$ cat config.mk
export PLATFORM = sky130hd
export DESIGN_NAME = segGuard
export DESIGN_NICKNAME = d
export VERILOG_FILES = /design/src/rtl/segGuardPkg.sv /design/src/rtl/segGuardDatapath.sv /design/src/rtl/segGuardCtrl.sv /design/src/rtl/segGuard.sv
export SDC_FILE = /design/constraint.sdc
export NUM_CORES = 1
export LEC_CHECK = 0
export ABC_AREA = 1
export BUFFER_PORTS_ARGS = -buffer_cell sky130_fd_sc_hd__buf_2
export CAP_MARGIN = 20
export CORE_MARGIN = 4
export CORE_UTILIZATION = 45
export CTS_CLUSTER_DIAMETER = 40
export DETAILED_ROUTE_END_ITERATION = 16
export GPL_ROUTABILITY_DRIVEN = 0
export HOLD_SLACK_MARGIN = 0.03
export PLACE_DENSITY = 0.65
export SYNTH_ARGS = -nofsm -noshare
export SYNTH_HDL_FRONTEND = slang
export SYNTH_HIERARCHICAL = 1
export SYNTH_SLANG_ARGS = --single-unit
$ cat constraint.sdc
create_clock -name clk -period 2.15 [get_ports clk]
set_input_delay 0.1075 -clock clk [delete_from_list [all_inputs] [get_ports clk]]
set_output_delay 0.1075 -clock clk [all_outputs]
set_load 0.05 [all_outputs]
$ cat src/rtl/segGuardPkg.sv
package segGuardPkg;
  localparam int REG_W   = 16;
  localparam int NUM_SEG = 3;
  localparam int PERM_W  = 4;

  // register select codes
  localparam logic [2:0] SEL_CTRL    = 3'd0;
  localparam logic [2:0] SEL_FLAGS   = 3'd1;
  localparam logic [2:0] SEL_BORDER1 = 3'd2;
  localparam logic [2:0] SEL_BORDER2 = 3'd3;
  localparam logic [2:0] SEL_PERM    = 3'd4;

  // control register fields
  localparam int CTL_EN   = 0;
  localparam int CTL_LOCK = 1;
  localparam int CTL_IE   = 4;

  // permission nibble fields
  localparam int P_RD = 0;
  localparam int P_WR = 1;
  localparam int P_EX = 2;
  localparam int P_VS = 3;

  typedef enum logic [1:0] {
    ACC_READ  = 2'b00,
    ACC_WRITE = 2'b01,
    ACC_FETCH = 2'b10,
    ACC_NONE  = 2'b11
  } accKind_t;

  // strobes from control to datapath
  typedef struct packed {
    logic             wrBorder1;
    logic             wrBorder2;
    logic             wrPerm;
    logic [REG_W-1:0] data;
  } cfgStrobe_t;
endpackage

$ cat src/rtl/segGuardDatapath.sv
module segGuardDatapath
  import segGuardPkg::*;
#(
  parameter int              ADDR_W = 20,
  parameter int              SHIFT  = 4,
  parameter logic [ADDR_W-1:0] WIN_LO = 20'h04400,
  parameter logic [ADDR_W-1:0] WIN_HI = 20'h13FFF
) (
  input  logic                        clk,
  input  logic                        rstN,
  input  cfgStrobe_t                  cfg,
  input  logic                        busValid,
  input  logic [1:0]                  busKind,
  input  logic [ADDR_W-1:0]           busAddr,
  output logic [REG_W-1:0]            border1Q,
  output logic [REG_W-1:0]            border2Q,
  output logic [NUM_SEG*PERM_W-1:0]   permQ,
  output logic [NUM_SEG-1:0]          denyIrq,
  output logic [NUM_SEG-1:0]          denyRst
);
  localparam int CMP_W = (ADDR_W > REG_W + SHIFT) ? ADDR_W : REG_W + SHIFT;
  localparam logic [NUM_SEG*PERM_W-1:0] PERM_RST = {NUM_SEG{4'b0111}};

  always_ff @(posedge clk or negedge rstN) begin
    if (!rstN) begin
      border1Q <= '0;
      border2Q <= '0;
      permQ    <= PERM_RST;
    end else begin
      if (cfg.wrBorder1) border1Q <= cfg.data;
      if (cfg.wrBorder2) border2Q <= cfg.data;
      if (cfg.wrPerm)    permQ    <= cfg.data[NUM_SEG*PERM_W-1:0];
    end
  end

  logic [CMP_W-1:0] addrC, b1C, b2C;
  logic             inWin, midOpen;
  logic [NUM_SEG-1:0] segHit;

  always_comb begin
    addrC   = CMP_W'(busAddr);
    b1C     = CMP_W'(border1Q) << SHIFT;
    b2C     = CMP_W'(border2Q) << SHIFT;
    inWin   = (addrC >= CMP_W'(WIN_LO)) && (addrC <= CMP_W'(WIN_HI));
    midOpen = border2Q > border1Q;
    segHit[0] = inWin && (addrC < b1C);
    segHit[1] = inWin && !segHit[0] && midOpen && (addrC < b2C);
    segHit[2] = inWin && !segHit[0] && !segHit[1];
  end

  for (genvar i = 0; i < NUM_SEG; i++) begin : g_seg
    logic [PERM_W-1:0] nib;
    logic              lacks;
    logic              deny;
    always_comb begin
      nib = permQ[i*PERM_W +: PERM_W];
      unique case (accKind_t'(busKind))
        ACC_READ:  lacks = !nib[P_RD];
        ACC_WRITE: lacks = !nib[P_WR];
        ACC_FETCH: lacks = !nib[P_EX];
        default:   lacks = 1'b0;
      endcase
      deny       = busValid && segHit[i] && lacks;
      denyIrq[i] = deny && !nib[P_VS];
      denyRst[i] = deny &&  nib[P_VS];
    end
  end
endmodule

$ cat src/rtl/segGuardCtrl.sv
module segGuardCtrl
  import segGuardPkg::*;
#(
  parameter logic [7:0] PWD = 8'hA5
) (
  input  logic                      clk,
  input  logic                      rstN,
  input  logic                      regWrEn,
  input  logic [2:0]                regSel,
  input  logic [REG_W-1:0]          regWdata,
  output logic [REG_W-1:0]          regRdata,
  input  logic [REG_W-1:0]          border1Q,
  input  logic [REG_W-1:0]          border2Q,
  input  logic [NUM_SEG*PERM_W-1:0] permQ,
  input  logic [NUM_SEG-1:0]        denyIrq,
  input  logic [NUM_SEG-1:0]        denyRst,
  output cfgStrobe_t                cfg,
  output logic                      segIrq,
  output logic                      pucReq,
  output logic                      pwdViol,
  output logic                      enableQ,
  output logic                      lockQ,
  output logic                      segIeQ,
  output logic [NUM_SEG-1:0]        flagsQ
);
  logic ctrlWr, keyOk, cfgOpen;
  logic [NUM_SEG-1:0] flagKeep, flagSet;

  always_comb begin
    ctrlWr        = regWrEn && (regSel == SEL_CTRL);
    keyOk         = regWdata[REG_W-1:REG_W-8] == PWD;
    cfgOpen       = regWrEn && !lockQ;
    cfg.wrBorder1 = cfgOpen && (regSel == SEL_BORDER1);
    cfg.wrBorder2 = cfgOpen && (regSel == SEL_BORDER2);
    cfg.wrPerm    = cfgOpen && (regSel == SEL_PERM);
    cfg.data      = regWdata;
    flagKeep      = (regWrEn && regSel == SEL_FLAGS) ? regWdata[NUM_SEG-1:0] : '1;
    flagSet       = enableQ ? denyIrq : '0;
  end

  always_ff @(posedge clk or negedge rstN) begin
    if (!rstN) begin
      enableQ <= 1'b0;
      lockQ   <= 1'b0;
      segIeQ  <= 1'b0;
      flagsQ  <= '0;
      pucReq  <= 1'b0;
      pwdViol <= 1'b0;
    end else begin
      if (ctrlWr && keyOk && !lockQ) begin
        enableQ <= regWdata[CTL_EN];
        lockQ   <= regWdata[CTL_LOCK];
        segIeQ  <= regWdata[CTL_IE];
      end
      flagsQ  <= (flagsQ & flagKeep) | flagSet;
      pucReq  <= enableQ && (|denyRst);
      pwdViol <= ctrlWr && !keyOk;
    end
  end

  assign segIrq = segIeQ && (|flagsQ);

  always_comb begin
    regRdata = '0;
    case (regSel)
      SEL_CTRL: begin
        regRdata[CTL_EN]   = enableQ;
        regRdata[CTL_LOCK] = lockQ;
        regRdata[CTL_IE]   = segIeQ;
      end
      SEL_FLAGS:   regRdata[NUM_SEG-1:0] = flagsQ;
      SEL_BORDER1: regRdata = border1Q;
      SEL_BORDER2: regRdata = border2Q;
      SEL_PERM:    regRdata[NUM_SEG*PERM_W-1:0] = permQ;
      default:     regRdata = '0;
    endcase
  end
endmodule

$ cat src/rtl/segGuard.sv
module segGuard
  import segGuardPkg::*;
#(
  parameter int                ADDR_W = 20,
  parameter int                SHIFT  = 4,
  parameter logic [ADDR_W-1:0] WIN_LO = 20'h04400,
  parameter logic [ADDR_W-1:0] WIN_HI = 20'h13FFF,
  parameter logic [7:0]        PWD    = 8'hA5
) (
  input  logic              clk,
  input  logic              rstN,
  input  logic              regWrEn,
  input  logic [2:0]        regSel,
  input  logic [15:0]       regWdata,
  output logic [15:0]       regRdata,
  input  logic              busValid,
  input  logic [1:0]        busKind,
  input  logic [ADDR_W-1:0] busAddr,
  output logic              segIrq,
  output logic              pucReq,
  output logic              pwdViol
);
  cfgStrobe_t                cfg;
  logic [REG_W-1:0]          border1Q, border2Q;
  logic [NUM_SEG*PERM_W-1:0] permQ;
  logic [NUM_SEG-1:0]        denyIrq, denyRst, flagsQ;
  logic                      enableQ, lockQ, segIeQ;

  segGuardCtrl #(.PWD(PWD)) ctrl_i (
    .clk(clk), .rstN(rstN),
    .regWrEn(regWrEn), .regSel(regSel), .regWdata(regWdata), .regRdata(regRdata),
    .border1Q(border1Q), .border2Q(border2Q), .permQ(permQ),
    .denyIrq(denyIrq), .denyRst(denyRst), .cfg(cfg),
    .segIrq(segIrq), .pucReq(pucReq), .pwdViol(pwdViol),
    .enableQ(enableQ), .lockQ(lockQ), .segIeQ(segIeQ), .flagsQ(flagsQ)
  );

  segGuardDatapath #(.ADDR_W(ADDR_W), .SHIFT(SHIFT), .WIN_LO(WIN_LO), .WIN_HI(WIN_HI)) dp_i (
    .clk(clk), .rstN(rstN), .cfg(cfg),
    .busValid(busValid), .busKind(busKind), .busAddr(busAddr),
    .border1Q(border1Q), .border2Q(border2Q), .permQ(permQ),
    .denyIrq(denyIrq), .denyRst(denyRst)
  );
endmodule

==> results.cfg, run 1 <==
[run_status]
status = finished clean

[timing]
finalHoldViolCount = 0
worst_slew_pin_slew_ns = 0.5234
finalSetupTns_ns = 0
setup_viol = 0
relSlewSlack_pct = 64.99
period_needed_ns = 1.949
final.period_utilization_pct = 90.67
clock_skew_ns = 0.003298
max_freq_mhz = 513.0
maxSlewViolCount = 0
rsz0062_at_grt = false
hold_ws_ns = 0.03571

[clocking]
clockBufferDepth = 2
cts_buffers = 5
numClockSinks = 52
tritoncts = done
clk_latency_ns = 0.30
cts.clk_slew.worst_paths_ns = 0.10
cts_root_buf = clkbuf_8
htree_num_levels = 2

[routing]
antenna_left = 0
wire_per_inst_um = 13.95
avgViaCountPerCell = 5.035
via_count = 3449
initialDrtViolationCount = 129
drt-total-wl_um = 9559
route.detailed.drc = 0
first_pass_iters = 4

[floorplan]
die_x_um = 100.5
core_um2 = 8258
fp.dieH_um = 100.5
die_area_um2 = 10100
rows = 33
ios = 64
start_util_pct = 46.62

[global_route]
antenna_found_initial = 0
gr-usage-all-layers_pct = 20.27
gr-total-overflow = 0
first_global_vias = 3434
grt_max_degree = 33
grt_pass1_wl_um = 16380

[logic_synthesis]
yosysWarnings = 6
ys_types = 29
syn_avg_cell_area_um2 = 7.237
synthesis.nets = 623
netlist_area_um2 = 3850
syn_inst = 532
synth_seq_cells = 52
seq_area_frac_synth_pct = 34.09

[setup_path]
start_kind = register
crit_path_end_kind = register
worstPathArrival_ns = 2.14
worstPathMaxFanout = 3
cp.required_ns = 2.34
crit_type = reg -> reg

[power_and_ir_drop]
p_leak_nw = 2.464
power.density_nw_per_um2 = 466.0
max-vdd-ir-drop_mv = 0.3078

[place]
io_buffers = 59
place_hpwl_um = 7604

[flow_run]
maxCapViolCount = 0

[min_path]
hold_path.class = in -> reg

[layout]
antennaDiodeCount = 0
fill_cells = 847
nets = 670
final_util_pct = 52.08
area_growth_pct = 11.70
drive_above_1_share_pct = 17.24
==> repair_timing <==
action	in CTS	in global routing
buffers inserted	0	0
endpoints found under the hold margin	14	1
resized for setup	0	2
endpoints found under the setup margin	0	1
hold buffers	2	1
==> critical path: stages (launching register included) <==
cell and delay (ns):
dfrtp_1 0.39, inv_1 0.07, ha_1 0.28, a21oi_1 0.14, nor2_1 0.05, nor3_1 0.21
nand2_1 0.11, nand2_1 0.08, inv_1 0.04, nor2_1 0.13, nor3_1 0.07, nor3_1 0.20
nor2_1 0.08
==> layout by cell type, fill, tap and decap left out, drive strengths merged, types with 2 or more instances in the layout <==
master / synthesis / layout
dfstp: 9 / 9
mux2: 2 / 2
nand2: 175 / 175
dfrtp: 43 / 43
nand4: 4 / 4
dlygate4sd3: 0 / 3
o21ai: 51 / 51
nor4: 2 / 2
buf: 20 / 65
a21oi: 20 / 20
inv: 73 / 74
nor2: 30 / 30
clkbuf: 8 / 5
nor3: 11 / 11
ha: 46 / 46
nand3: 31 / 31
==> path summary, 6_finish.rpt <==
check,from,end,slack (ns),cells past startpoint
setup / recovery,dp_i/border2Q[5],ctrl_i/pucReq,0.20,12
hold / removal,regWdata[6],dp_i/border1Q[6],0.04,3
setup reg to reg,dp_i/border2Q[5],ctrl_i/pucReq,0.20,12
hold reg to reg,ctrl_i/lockQ,ctrl_i/lockQ,0.50,2
max in group asynchronous,rstN,dp_i/permQ[4],1.29,3
min in group asynchronous,rstN,ctrl_i/pwdViol,0.21,2
==> state kept, by name, indices dropped and copies added, names as in the netlist <==
name / flops
dp_i/border2Q: 16
dp_i/border1Q: 16
ctrl_i/pwdViol: 1
ctrl_i/pucReq: 1
ctrl_i/segIeQ: 1
dp_i/permQ: 12
ctrl_i/lockQ: 1
ctrl_i/flagsQ: 3
ctrl_i/enableQ: 1
==> metrics by stage <==
stage / instances / worst slack (ns) / cell area, µm² / total power, mW
after floorplan: 532 / 0.5481 / 3850 / 1.209
after global placement: 674 / 0.2213 / 4145 / 1.315
after detailed placement: 674 / 0.1910 / 4145 / 1.319
after CTS: 684 / 0.1706 / 4280 / 2.027
after global routing: 685 / 0.001369 / 4300 / 2.093
final: 685 / 0.2006 / 4300 / 2.004
==> where the power goes <==
part / internal [mW] / leakage [nW] / switching (mW)
clock: 0.351 / 0.0548 / 0.352
combinational: 0.0878 / 1.90 / 0.234
sequential: 0.979 / 0.512 / 0.0000728
==> synth_stat cells <==
master / n / share of area, %
a21boi_0: 1 / 0.20
or2_1: 1 / 0.16
buf_6: 3 / 0.88
nand3_2: 1 / 0.26
inv_2: 4 / 0.39
and3_1: 1 / 0.16
o311ai_2: 1 / 0.42
ha_1: 46 / 15
nor4_1: 2 / 0.32
nor2_2: 1 / 0.16
nand3_1: 30 / 3.9
nor3_1: 9 / 1.2
buf_4: 17 / 3.3
o21a_1: 1 / 0.20
a21o_1: 1 / 0.20
nor2_4: 1 / 0.29
a21oi_1: 19 / 2.5
dfstp_2: 9 / 6.1
nand2_1: 175 / 17
mux2_2: 2 / 0.58
o21ai_0: 51 / 6.6
nor3_4: 2 / 0.84
nand4_1: 4 / 0.65
o31a_1: 1 / 0.23
inv_1: 69 / 6.7
clkbuf_1: 8 / 0.78
dfrtp_1: 43 / 28
nor2_1: 28 / 2.7
a21oi_2: 1 / 0.23
==> layout make-up <==
type | count | area [µm²] | area share [%]
timing repair buffer | 68 | 370.4 | 8.612
tap | 105 | 131.4 | 3.055
multi-input combinational | 379 | 2097 | 48.76
sequential | 52 | 1313 | 30.52
clock buffer | 5 | 68.82 | 1.600
inverter | 73 | 274.0 | 6.372
clock inverter | 3 | 46.29 | 1.077
==> logic make-up (layout without fill, tap and decap cells) <==
| logic type | count (synthesis) | in the layout | synth area share, % |
|---|---|---|---|
| and+or+nand+nor | 255 | 255 | 27.72 |
| buffers and inverters | 101 | 149 | 12.09 |
| AOI/OAI and AO/OA | 76 | 76 | 10.56 |
| DFF | 52 | 52 | 34.09 |
| adders and majority gates | 46 | 46 | 14.95 |
| muxes | 2 | 2 | 0.5849 |
==> metal layers <==
metal  share of wire (%)  GRT usage [%]  vias to the layer above
met5                   0              0                        -
met4                 1.3          5.078                        0
met3                 3.5          2.007                       10
met2                  51          36.24                       62
met1                  45          26.23                     1596
li1                    -              -                     1781
(Power assumes the default switching activity.)
==> run 2: changes to the inputs <==
--- a/config.mk
+++ b/config.mk
@@ -14,7 +14,7 @@
 export DETAILED_ROUTE_END_ITERATION = 16
 export GPL_ROUTABILITY_DRIVEN = 0
 export HOLD_SLACK_MARGIN = 0.03
-export PLACE_DENSITY = 0.65
+export PLACE_DENSITY = 0.66
 export SYNTH_ARGS = -nofsm -noshare
 export SYNTH_HDL_FRONTEND = slang
 export SYNTH_HIERARCHICAL = 1
==> run 2 against run 1 <==
  * First-iteration DRC count fell by 12%
  * Sequential cell count did not move
  * Cell count fell by 0.29%
  * Largest cell class unchanged
==> results.cfg, run 2 (synthesis gave the netlist of run 1 again) <==
[setup_path]
start_kind = register
cp.required_ns = 2.33
r2r_cells = 12
crit_type = reg -> reg
worst-r2r-setup-slack_ns = 0.26
worstReg2RegEnd = ctrl_i/pucReq
crit_slowest_cell = dfrtp_1
worstPathArrival_ns = 2.08
r2r_start = dp_i/border2Q[5]
crit_path_end_kind = register
path_cells = inv_1 > ha_1 > a21oi_1 > nor2_1 > nor3_1 > nand2_1 > nand2_1 > inv_1 > nor2_1 > nor3_1 > nor3_1 > nor2_1
worstSetupStartpoint = dp_i/border2Q[5]
max_stage_delay_ns = 0.38
worstPathMaxFanout = 3

[layout]
drive_above_1_share_pct = 16.78
final_cell_mix = 175 x nand2_1, 69 x inv_1, 59 x buf_2, 51 x o21ai_0, 46 x ha_1
antennaDiodeCount = 0
nets = 668
area_growth_pct = 10.53
fill_cells = 845
regArea_um2 = 1313
multi_input_area_um2 = 2087
layout_commonest_cell = nand2_1
largestRegisters = dp_i/border1Q x16, dp_i/border2Q x16, dp_i/permQ x12

[min_path]
hold_end = dp_i/permQ[6]
hold_path.class = in -> reg
min_from = regWdata[6]
whs_path_depth = 3

[clocking]
cts_resized = 0
clockBufferDepth = 2
cts_buffers = 5
numClockSinks = 52
htree_num_levels = 2
cts_root_buf = clkbuf_8
cts.clk_slew.worst_paths_ns = 0.10
tritoncts = done
clk_latency_ns = 0.30

[timing]
period_needed_ns = 1.894
final.period_utilization_pct = 88.08
clock_skew_ns = 0.01274
layout_setup_ws_ns = 0.2562
maxSlewViolCount = 0
finalHoldViolCount = 0
max_freq_mhz = 528.1
rsz0062_at_grt = false
worst_slew_pin_slew_ns = 0.5242
setup_viol = 0
relSlewSlack_pct = 64.94
finalSetupTns_ns = 0

[routing]
avgViaCountPerCell = 5.110
via_count = 3490
antenna_left = 0
first_pass_iters = 6
route.detailed.drc = 0
initialDrtViolationCount = 114
drt-total-wl_um = 9553
wire_per_inst_um = 13.99

[floorplan]
start_util_pct = 46.62
die_area_um2 = 10100
ios = 64
core_um2 = 8258
die_x_um = 100.5
fp.dieH_um = 100.5
rows = 33

[global_route]
gr-usage-all-layers_pct = 19.99
first_global_vias = 3382
grt_pass1_wl_um = 16080
grt_max_degree = 33
gr-total-overflow = 0
antenna_found_initial = 0

[flow_run]
maxCapViolCount = 0

[power_and_ir_drop]
max-vdd-ir-drop_mv = 0.2196
total_power_mw = 1.916
p_leak_nw = 2.451
power.density_nw_per_um2 = 450.1

[place]
place_hpwl_um = 7732
io_buffers = 59
pre_cts_ws_ns = 0.2387

[run_status]
status = finished clean
-- run 2: routing by layer --
layer	GRT usage, %	wire length, µm	vias up
met5	0	0	-
li1	-	-	1774
met3	2.422	440	9
met2	35.42	4868	67
met4	3.627	59	0
met1	26.45	4184	1640
-- run 2: how the worst max path moves through the flow --
stage,endpoint,slack (ns),cells after the start
floorplan,ctrl_i/pucReq,0.55,12
global placement,ctrl_i/pucReq,0.24,12
detailed placement,ctrl_i/pucReq,0.24,12
CTS,ctrl_i/pucReq,0.22,12
global route,ctrl_i/pucReq,0.01,13
finish,ctrl_i/pucReq,0.26,12
-- run 2: repair_timing --
item | in CTS | in global routing
endpoints found under the hold margin | 10 | 0
setup buffers | 0 | 0
hold buffers | 1 | 0
-- run 2: where the power goes --
part           total [mW]  leakage, nW  switching (mW)  internal, mW
registers           0.979        0.512       0.0000868         0.979
logic               0.320         1.89           0.235        0.0857
clock network       0.616       0.0515           0.321         0.295
total                1.92         2.45           0.556          1.36
-- run 2: critical path, delay by kind of cell (launching register included) --
family                   cells  cell delay, ns
AO/OA/AOI/OAI                1            0.14
flip-flops                   1            0.38
AND/OR/NAND/NOR              8            0.89
adder cells (fa/ha/maj)      1            0.28
buffers and inverters        2            0.10
-- run 2: cell type report --
class                      count  area share [%]
multi-input combinational    379           49.04
timing repair buffer          66           8.233
sequential                    52           30.84
inverter                      73           6.439
tap                          105           3.087
clock buffer                   8           2.352
-- run 2: per-stage QoR --
stage	util [%]	std cells	hold slack [ns]	area [µm²]
after global routing	51.53	683	0.04647	4255
after global placement	50.20	674	0.008635	4145
final	51.53	683	0.03468	4255
after floorplan	-	532	-0.1881	3850
after CTS	51.53	683	0.03887	4255
after detailed placement	50.20	674	0.007882	4145
